File: config.mk
export PLATFORM = sky130hd
export DESIGN_NAME = tag_shift_tx
export DESIGN_NICKNAME = d
export VERILOG_FILES = /design/src/rtl/tst_pkg.sv /design/src/rtl/tst_divider.sv /design/src/rtl/tst_sequencer.sv /design/src/rtl/tag_shift_tx.sv
export SDC_FILE = /design/constraint.sdc
export NUM_CORES = 1
export LEC_CHECK = 0
export BUFFER_PORTS_ARGS = -buffer_cell sky130_fd_sc_hd__buf_4
export CORE_UTILIZATION = 50
export DETAILED_ROUTE_END_ITERATION = 12
export PLACE_DENSITY = 0.71
export SYNTH_ARGS = -nofsm -noshare
export SYNTH_HDL_FRONTEND = slang
export SYNTH_SLANG_ARGS = --single-unit
File: constraint.sdc
create_clock -name clk -period 4.85 [get_ports clk]
set_input_delay 0.485 -clock clk [delete_from_list [all_inputs] [get_ports clk]]
set_output_delay 0.485 -clock clk [all_outputs]
set_load 0.03 [all_outputs]
File: src/rtl/tst_pkg.sv
package tst_pkg;
    typedef enum logic [1:0] {
        TX_IDLE  = 2'd0,
        TX_TAG   = 2'd1,
        TX_SHIFT = 2'd2
    } tx_state_e;
endpackage

File: src/rtl/tst_divider.sv
// Phase counter on the fast clock; emits one-cycle strobes one cycle
// ahead of the outgoing clock's rise and fall points.
module tst_divider #(
    parameter int DIV = 50
) (
    input  logic clk,
    input  logic rst,
    input  logic run,
    output logic rise_en,
    output logic fall_en
);
    localparam int CW = (DIV > 2) ? $clog2(DIV) : 1;
    localparam logic [CW-1:0] RISE_AT = CW'(DIV / 2 - 1);
    localparam logic [CW-1:0] WRAP_AT = CW'(DIV - 1);

    typedef struct packed {
        logic [CW-1:0] cnt;
    } div_t;

    div_t div_d, div_q;

    always_comb begin
        div_d = div_q;
        if (!run) begin
            div_d.cnt = '0;
        end else if (div_q.cnt == WRAP_AT) begin
            div_d.cnt = '0;
        end else begin
            div_d.cnt = div_q.cnt + 1'b1;
        end
    end

    always_ff @(posedge clk) begin
        if (rst) begin
            div_q <= '0;
        end else begin
            div_q <= div_d;
        end
    end

    assign rise_en = run && (div_q.cnt == RISE_AT);
    assign fall_en = run && (div_q.cnt == WRAP_AT);
endmodule

File: src/rtl/tst_sequencer.sv
// Frame sequencer: tag period, then WIDTH bit periods, all stepped by strobes.
module tst_sequencer
    import tst_pkg::*;
#(
    parameter int WIDTH = 16
) (
    input  logic             clk,
    input  logic             rst,
    input  logic             start_i,
    input  logic [WIDTH-1:0] word_i,
    input  logic             rise_en,
    input  logic             fall_en,
    output logic             busy_o,
    output logic             dclk_o,
    output logic             sdata_o,
    output logic             tag_o
);
    localparam int IW = (WIDTH > 1) ? $clog2(WIDTH) : 1;
    localparam logic [IW-1:0] LAST = IW'(WIDTH - 1);

    typedef struct packed {
        tx_state_e        state;
        logic [IW-1:0]    bidx;
        logic [WIDTH-1:0] word;
        logic             dclk;
        logic             sdata;
        logic             tag;
    } seq_t;

    localparam seq_t IDLE_S = '{state: TX_IDLE, bidx: '0, word: '0,
                                dclk: 1'b0, sdata: 1'b0, tag: 1'b0};

    seq_t seq_d, seq_q;
    logic [IW-1:0] bidx_inc;

    assign bidx_inc = seq_q.bidx + 1'b1;

    always_comb begin
        seq_d = seq_q;
        unique case (seq_q.state)
            TX_IDLE: begin
                if (start_i) begin
                    seq_d.state = TX_TAG;
                    seq_d.bidx  = '0;
                    seq_d.word  = word_i;
                    seq_d.tag   = 1'b1;
                end
            end
            TX_TAG: begin
                // clock held low for the whole tag period
                if (fall_en) begin
                    seq_d.state = TX_SHIFT;
                    seq_d.tag   = 1'b0;
                    seq_d.bidx  = '0;
                    seq_d.sdata = seq_q.word[LAST];
                end
            end
            TX_SHIFT: begin
                if (rise_en) begin
                    seq_d.dclk = 1'b1;
                end
                if (fall_en) begin
                    seq_d.dclk = 1'b0;
                    if (seq_q.bidx == LAST) begin
                        seq_d = IDLE_S;
                    end else begin
                        seq_d.bidx  = bidx_inc;
                        seq_d.sdata = seq_q.word[LAST - bidx_inc];
                    end
                end
            end
            default: seq_d = IDLE_S;
        endcase
    end

    always_ff @(posedge clk) begin
        if (rst) begin
            seq_q <= IDLE_S;
        end else begin
            seq_q <= seq_d;
        end
    end

    assign busy_o  = (seq_q.state != TX_IDLE);
    assign dclk_o  = seq_q.dclk;
    assign sdata_o = seq_q.sdata;
    assign tag_o   = seq_q.tag;
endmodule

File: src/rtl/tag_shift_tx.sv
module tag_shift_tx #(
    parameter int DIV   = 50,
    parameter int WIDTH = 16
) (
    input  logic             clk,
    input  logic             rst,
    input  logic             start_i,
    input  logic [WIDTH-1:0] word_i,
    output logic             busy_o,
    output logic             dclk_o,
    output logic             sdata_o,
    output logic             tag_o
);
    logic rise_en;
    logic fall_en;
    logic busy;

    tst_divider #(.DIV(DIV)) u_div (
        .clk     (clk),
        .rst     (rst),
        .run     (busy),
        .rise_en (rise_en),
        .fall_en (fall_en)
    );

    tst_sequencer #(.WIDTH(WIDTH)) u_seq (
        .clk     (clk),
        .rst     (rst),
        .start_i (start_i),
        .word_i  (word_i),
        .rise_en (rise_en),
        .fall_en (fall_en),
        .busy_o  (busy),
        .dclk_o  (dclk_o),
        .sdata_o (sdata_o),
        .tag_o   (tag_o)
    );

    assign busy_o = busy;
endmodule

# After elaboration in Yosys (flattened, before gate mapping)

Cells that the tools add are included.

Flip-flop bits (word level): 31
Output and inout bits: 4
Memories: 0
ROM bits: 0
Latch bits: 0
Input bits: 19
Word-level logic and storage cells: 54
Bits in writable memories: 0

Multiplexer cells: 18
Eq/ne operators: 10
Div/mod/pow operators: 0
Magnitude comparators: 1
Add/subtract/negate cells: 3
Bitwise operators: 4
$mul: 0
Shift-type cells: 0
Reduce and logical (&&, ||, !) cells: 11

Operators by type and width:

| kind                  | number |
|---|---|
| $pmux W16 S3          | 1 |
| $mux W25              | 1 |
| $mux W22              | 1 |
| $pmux W6 S3           | 1 |
| $mux W17              | 1 |
| $reduce_and A4 Y1     | 2 |
| $add A6 B1 Y6 const B | 1 |
| $eq A6 B5 Y1 const B  | 1 |
| $eq A6 B6 Y1 const B  | 1 |
| $mux W6               | 1 |
| $ne A2 B2 Y1 const B  | 3 |
| $pmux W1 S3           | 2 |
| $reduce_and A3 Y1     | 2 |
| $lt A4 B5 Y1 const B  | 1 |
| $mux W1               | 5 |
| $add A4 B1 Y4 const B | 1 |
| $bmux W1 S4           | 1 |
| $eq A4 B4 Y1 const B  | 1 |
| $mux W2               | 2 |
| $mux W4               | 1 |
| $not A1 Y1            | 4 |
| $sub A4 B4 Y4 const A | 1 |
| $ne A3 B3 Y1 const B  | 1 |
| $reduce_or A3 Y1      | 1 |
| 9 further kinds       | 10 |

# Longest topological paths before layout

Gate-level depths: netlist of the first run.

Depth in word-level cells: 7
Depth in mapped cells: 9

# Modules after synthesis

Synthesis of the first run repeated with hierarchy kept, for this count alone.

Cells, all modules: 171
Area, all modules: 1597.8 um2

Modules (own cells, without submodules):

| module        | instances | cells each | area an instance (um2) |
|---|---|---|---|
| tst_sequencer | 1         | 139        | 1292.5 |
| tst_divider   | 1         | 32         | 305.3 |

# Worst setup path before layout of the first run

No wires, ideal clock.

Path type: register -> register
Start: register u_seq.tag_o (netlist name)
End: register u_seq.seq_q[10] (netlist bit)
Data required time: 4.722 ns
Library setup time: 0.128 ns
Data arrival time: 1.769 ns
Cell stages (with the launch flop): 10
Setup slack: 2.953 ns
Clock period less this slack: 1.897 ns
Path through: dfxtp_1 > inv_1 > ha_1 > clkbuf_1 > nor3_2 > o21ai_2 > buf_6 > buf_12 > mux2i_1 > nor2_1

RTL lines:

| item                 | RTL line            | RTL |
|---|---|---|
| to (signal assigned) | tst_sequencer.sv:80 | `seq_q <= seq_d;` |
| to (decl)            | tst_sequencer.sv:33 | `seq_t seq_d, seq_q;` |

==> flow_metrics.env, run 1 <==
export IMPL_rsz0062_at_grt="false"
export IMPL_hold_violations=0
export IMPL_ctsHoldBuffers=0
export IMPL_clkTransAtPathRegs_ps=110
export IMPL_cts_sinks=30
export IMPL_cts_resized=0
export IMPL_cts_buffers=5
export IMPL_clockBufferDepth=2
export IMPL_cts_setup_buffers=0
export IMPL_drt_wl_total_um=3090
export IMPL_drive_gt1_frac=0.229
export IMPL_yosysSeqAreaShare=0.354
export IMPL_max_freq_mhz=375
export IMPL_grt_first_pass_wirelength_um=5220
export IMPL_clk_insertion_delay_late_ps=340
export IMPL_ant_nets=0
export IMPL_min_period_ps=2670
export IMPL_portBuffers=22
export IMPL_first_pass_iters=4
export IMPL_status="completed"
export IMPL_p_leak_nw=0.877
export IMPL_gr_usage_all_layers=0.200
export IMPL_nNetsFinal=219
export IMPL_path_max_fanout=26
export IMPL_drv_slew=0
export IMPL_worstMarginPinSlew_ps=1120
export IMPL_num_vias=1218
export IMPL_grt_ovfl_total=0
export IMPL_p_per_area_mw_per_mm2=583
export IMPL_grt_pass1_vias=1148
export IMPL_start_kind="register"
export IMPL_ys_ff_latch=30
export IMPL_drc=0
export IMPL_areaGrowthSynthToFinish_pct=14.5
export IMPL_syn_nets=201
export IMPL_drv_cap=0
export IMPL_antenna_found_initial=0
export IMPL_fin_skew_ps=16.2
export IMPL_async_flop_share=0
export IMPL_htreeDepth=2
export IMPL_hold_class="in2reg"
export IMPL_via_per_inst=5.16
export IMPL_cp_required_ps=5070
export IMPL_core_area_sq_mm=0.00313
export IMPL_die_width_um=60.3
export IMPL_synth_edf_count=0
export IMPL_drt_iter0_markers=48
export IMPL_die_h_um=60.3
export IMPL_root_buffer="clkbuf_4"
export IMPL_vdd_drop_max_uv=276
export IMPL_finalSetupViolCount=0
export IMPL_setup_tns_ps=0
export IMPL_synth_area_per_cell_sq_um=9.81
export IMPL_gp_congestion=0.769
export IMPL_hpwl_um=2240
export IMPL_fin_crit_sh=0.550
export IMPL_syn_area_sq_mm=0.00170
export IMPL_arrival_ps=2890
export IMPL_ys_types=42
export IMPL_setup_worst_path_class="reg2reg"
export IMPL_pre_cts_ws_ps=2150
export IMPL_antenna_cells=0
export IMPL_post_route_worst_setup_slack_ps=2180
export IMPL_num_io_pins=23
export IMPL_die_area_sq_mm=0.00363
export IMPL_grt_max_degree=27
export IMPL_floorplan_initialDensity=0.543
export IMPL_ys_warn_count=0
export IMPL_cts_tree="done"
export IMPL_slew_headroom=0.255
export IMPL_dominantRegCellSynth="dfxtp_1"
export IMPL_cp_end_kind="register"
export IMPL_num_rows=20
export IMPL_wl_per_cell_um=13.1
export IMPL_syn_inst=173
## metal layers
| layer | vias to the layer above | part of all wire | global-route usage |
|---|---|---|---|
| li1 | 624 | - | - |
| met1 | 553 | 0.50 | 0.266 |
| met2 | 35 | 0.44 | 0.290 |
| met3 | 6 | 0.048 | 0.0671 |
| met4 | 0 | 0.014 | 0.0897 |
| met5 | - | 0 | 0 |
## report_power, final
| part | leakage, nW | switching [mW] | internal, mW | total, mW |
|---|---|---|---|---|
| combinational | 0.574 | 0.293 | 0.238 | 0.531 |
| sequential | 0.244 | 0.0353 | 0.303 | 0.338 |
| clock | 0.0585 | 0.0888 | 0.175 | 0.263 |
## metrics by stage
stage          utilization  hold WS (ps)  power, mW  cells  instance area (sq um)
3_5_place_dp         0.586           483      0.877    228                   1830
5_1_grt              0.622           485       1.22    236                   1940
4_1_cts              0.622           478       1.14    236                   1940
3_3_place_gp         0.586           466      0.862    228                   1830
6_report             0.622           484       1.13    236                   1940
2_1_floorplan            -           445      0.815    173                   1700
## flip-flops by register name, summed over array words and instances (netlist names)
name	count
u_seq.seq_q	21
u_div.div_q	6
u_seq.dclk_o	1
u_seq.sdata_o	1
u_seq.tag_o	1
## layout make-up
class,count,area [sq um]
fill,279,1180
multi-input combinational,124,982
sequential,30,601
timing repair buffer,22,165
clock inverter,2,60.1
tap,44,55.1
clock buffer,6,51.3
inverter,8,30.0
## final timing paths
| path | from | endpoint | slack (ps) | depth (start not counted) |
|---|---|---|---|---|
| worst max-delay path | u_seq.tag_o | u_seq.seq_q[16] | 2180 | 6 |
| worst min-delay path | word_i[7] | u_seq.seq_q[10] | 480 | 4 |
| worst max register to register | u_seq.tag_o | u_seq.seq_q[16] | 2180 | 6 |
| worst min register to register | u_div.div_q[0] | u_div.div_q[0] | 500 | 1 |
## synth_stat cells, types with 3 or more instances
cell | instances | share of area
buf_6 | 3 | 0.020
clkbuf_1 | 5 | 0.011
nand3_1 | 5 | 0.015
xnor2_1 | 3 | 0.015
nand2_1 | 3 | 0.0066
dfxtp_1 | 30 | 0.35
ha_1 | 9 | 0.066
inv_1 | 7 | 0.015
nor2_1 | 30 | 0.066
and2_1 | 16 | 0.059
mux4_1 | 3 | 0.046
mux2i_1 | 19 | 0.11
o21ai_0 | 3 | 0.0088
a41oi_1 | 3 | 0.015
## layout by cell type (no fill, tap or decap), drive strengths merged, types with 2 or more instances in the layout
master,instances
a211oi,2
a21oi,3
a22oi,3
a41oi,3
and2,17
and3,2
buf,22
bufinv,2
clkbuf,6
dfxtp,30
ha,9
inv,8
mux2i,19
mux4,4
nand2,3
nand3,5
nor2,30
nor3,3
o21ai,4
or2,2
xnor2,4
xor2,3
## worst max-delay path, cell delays in order, from the launching register on
cell and delay, ps:
dfxtp_1 360, inv_1 130, ha_1 640, a21oi_1 190, o21ai_2 900, mux2i_1 290
nor2_1 50
## logic make-up (layout without fill, tap and decap cells)
| logic type | after synthesis | in the layout | synth area share |
|---|---|---|---|
| and+or+nand+nor | 66 | 66 | 0.206 |
| DFF | 30 | 30 | 0.354 |
| muxes | 24 | 24 | 0.178 |
| buffers and inverters | 19 | 38 | 0.0678 |
| AOI/OAI and AO/OA | 18 | 18 | 0.0833 |
| adders and majority gates | 9 | 9 | 0.0663 |
| xor gates and xnor gates | 7 | 7 | 0.0450 |
Note: power is estimated with default switching activity, not from simulation.
==> run 2: changes to the inputs <==
clock period = 2.6 ns   (was 4.85 ns; I/O delays follow)
==> flow_metrics.env, run 2 (synthesis results as in run 1) <==
export IMPL_setup_worst_path_class="reg2reg"
export IMPL_drt_iter0_markers=63
export IMPL_start_kind="register"
export IMPL_via_per_inst=5.22
export IMPL_min_period_ps=2300
export IMPL_reg2reg_to="u_seq.seq_q[6]"
export IMPL_ctsHoldBuffers=0
export IMPL_hold_path_depth=4
export IMPL_multi_input_area_sq_um=982
export IMPL_p_int_mw=1.15
export IMPL_grt_max_degree=26
export IMPL_worstHoldStart="word_i[14]"
export IMPL_setup_tns_ps=0
export IMPL_power_frac_seq=0.328
export IMPL_reg2reg_depth=6
export IMPL_swShare=0.404
export IMPL_core_area_sq_mm=0.00313
export IMPL_largest_register_ff_count=21
export IMPL_cp_end_kind="register"
export IMPL_nNetsFinal=220
export IMPL_clockBufferDepth=2
export IMPL_fin_crit_sh=0.883
export IMPL_num_io_pins=23
export IMPL_drt_wl_total_um=3170
export IMPL_pwr_share_clk=0.149
export IMPL_cp_required_ps=2820
export IMPL_drc=0
export IMPL_die_width_um=60.3
export IMPL_floorplan_initialDensity=0.543
export IMPL_hold_end="u_seq.seq_q[17]"
export IMPL_fin_skew_ps=7.35
export IMPL_wl_per_cell_um=13.4
export IMPL_path_max_fanout=17
export IMPL_cts_tree="done"
export IMPL_design_area_sq_mm=0.00190
export IMPL_cts_buffers=5
export IMPL_grt_ovfl_total=0
export IMPL_drv_cap=0
export IMPL_rsz0062_at_grt="false"
export IMPL_cts_sinks=30
export IMPL_drive_gt1_frac=0.228
export IMPL_slew_headroom=0.273
export IMPL_htreeDepth=2
export IMPL_fin_cells=237
export IMPL_drv_slew=0
export IMPL_net_switching_power_uw=782
export IMPL_mostFrequentLayoutCells="nor2_1 (30), dfxtp_1 (30), buf_4 (23)"
export IMPL_p_leak_nw=0.858
export IMPL_worstMarginPinSlew_ps=1090
export IMPL_dp_cells=229
export IMPL_gr_usage_all_layers=0.210
export IMPL_biggestRegsByFlops="u_seq.seq_q x21, u_div.div_q x6"
export IMPL_first_pass_iters=4
export IMPL_clkTransAtPathRegs_ps=100
export IMPL_max_freq_mhz=435
export IMPL_grt_first_pass_wirelength_um=5510
export IMPL_die_h_um=60.3
export IMPL_antenna_cells=0
export IMPL_cts_resized=0
export IMPL_top_register="u_seq.seq_q"
export IMPL_die_area_sq_mm=0.00363
export IMPL_regToRegSetupSlack_ps=300
export IMPL_regArea_sq_um=601
export IMPL_antenna_found_initial=0
export IMPL_status="completed"
export IMPL_hold_class="in2reg"
export IMPL_root_buffer="clkbuf_4"
export IMPL_arrival_ps=2520
export IMPL_num_vias=1238
export IMPL_p_comb_frac=0.523
export IMPL_p_per_area_mw_per_mm2=1020
export IMPL_vdd_drop_max_uv=525
export IMPL_grt_pass1_vias=1208
export IMPL_clk_insertion_delay_late_ps=330
export IMPL_r2r_start="u_seq.tag_o"
export IMPL_cts_setup_buffers=0
export IMPL_finalSetupViolCount=0
export IMPL_fin_util=0.608
export IMPL_fillCellCount=286
export IMPL_ant_nets=0
export IMPL_portBuffers=22
export IMPL_hpwl_um=2330
export IMPL_hold_violations=0
export IMPL_areaGrowthSynthToFinish_pct=11.9
export IMPL_num_rows=20
export IMPL_gp_congestion=0.713
export IMPL_p_total_mw=1.94
export IMPL_place_area_sq_mm=0.00184
==> run 2: cell count changes in the layout (fill, tap and decap cells not counted) <==
cell	change
clkinv_2	+1
clkbuf_1	+1
buf_4	+1
bufinv_16	-2
==> run 2: metrics by stage <==
stage	hold slack (ps)	setup WS (ps)
2_1_floorplan	445	703
3_3_place_gp	461	386
3_5_place_dp	479	284
4_1_cts	263	269
5_1_grt	279	39.3
6_report	271	303
==> run 2: worst max-delay path by stage <==
| stage | from | end | slack [ps] | cells past startpoint |
|---|---|---|---|---|
| after global placement | u_seq.tag_o | u_seq.seq_q[6] | 390 | 6 |
| after floorplan | u_seq.tag_o | u_seq.seq_q[10] | 700 | 9 |
| after detailed placement | u_seq.tag_o | u_seq.seq_q[6] | 280 | 6 |
| after global routing | u_seq.tag_o | u_seq.seq_q[15] | 40 | 6 |
| final | u_seq.tag_o | u_seq.seq_q[6] | 300 | 6 |
| after CTS | u_seq.tag_o | u_seq.seq_q[6] | 270 | 6 |
==> run 2: layout make-up <==
cell class	instances	area share
Inverter	8	0.0158
Timing Repair Buffer	23	0.0908
Multi-Input combinational cell	124	0.517
Clock buffer	7	0.0290
Clock inverter	1	0.00263
Tap cell	44	0.0290
Sequential cell	30	0.316
==> run 2: power groups by stage <==
stage	Combinational (mW)	Sequential (mW)	Clock [mW]
after floorplan	0.883	0.637	0
after global routing	1.13	0.649	0.319
after detailed placement	1.01	0.645	0
final	1.01	0.636	0.288
after CTS	1.02	0.636	0.297
after global placement	0.984	0.640	0
==> run 2: routing by layer <==
layer,part of all wire,vias up,track usage
li1,-,627,-
met1,0.47,585,0.261
met2,0.49,19,0.336
met3,0.031,7,0.0584
met4,0.017,0,0.0963
met5,0,-,0
==> run 2: critical path, stage by stage (launching register included) <==
cell	delay, ps
dfxtp_1	350
inv_1	110
ha_1	390
a21oi_1	140
o21ai_2	850
mux2i_1	290
nor2_1	60
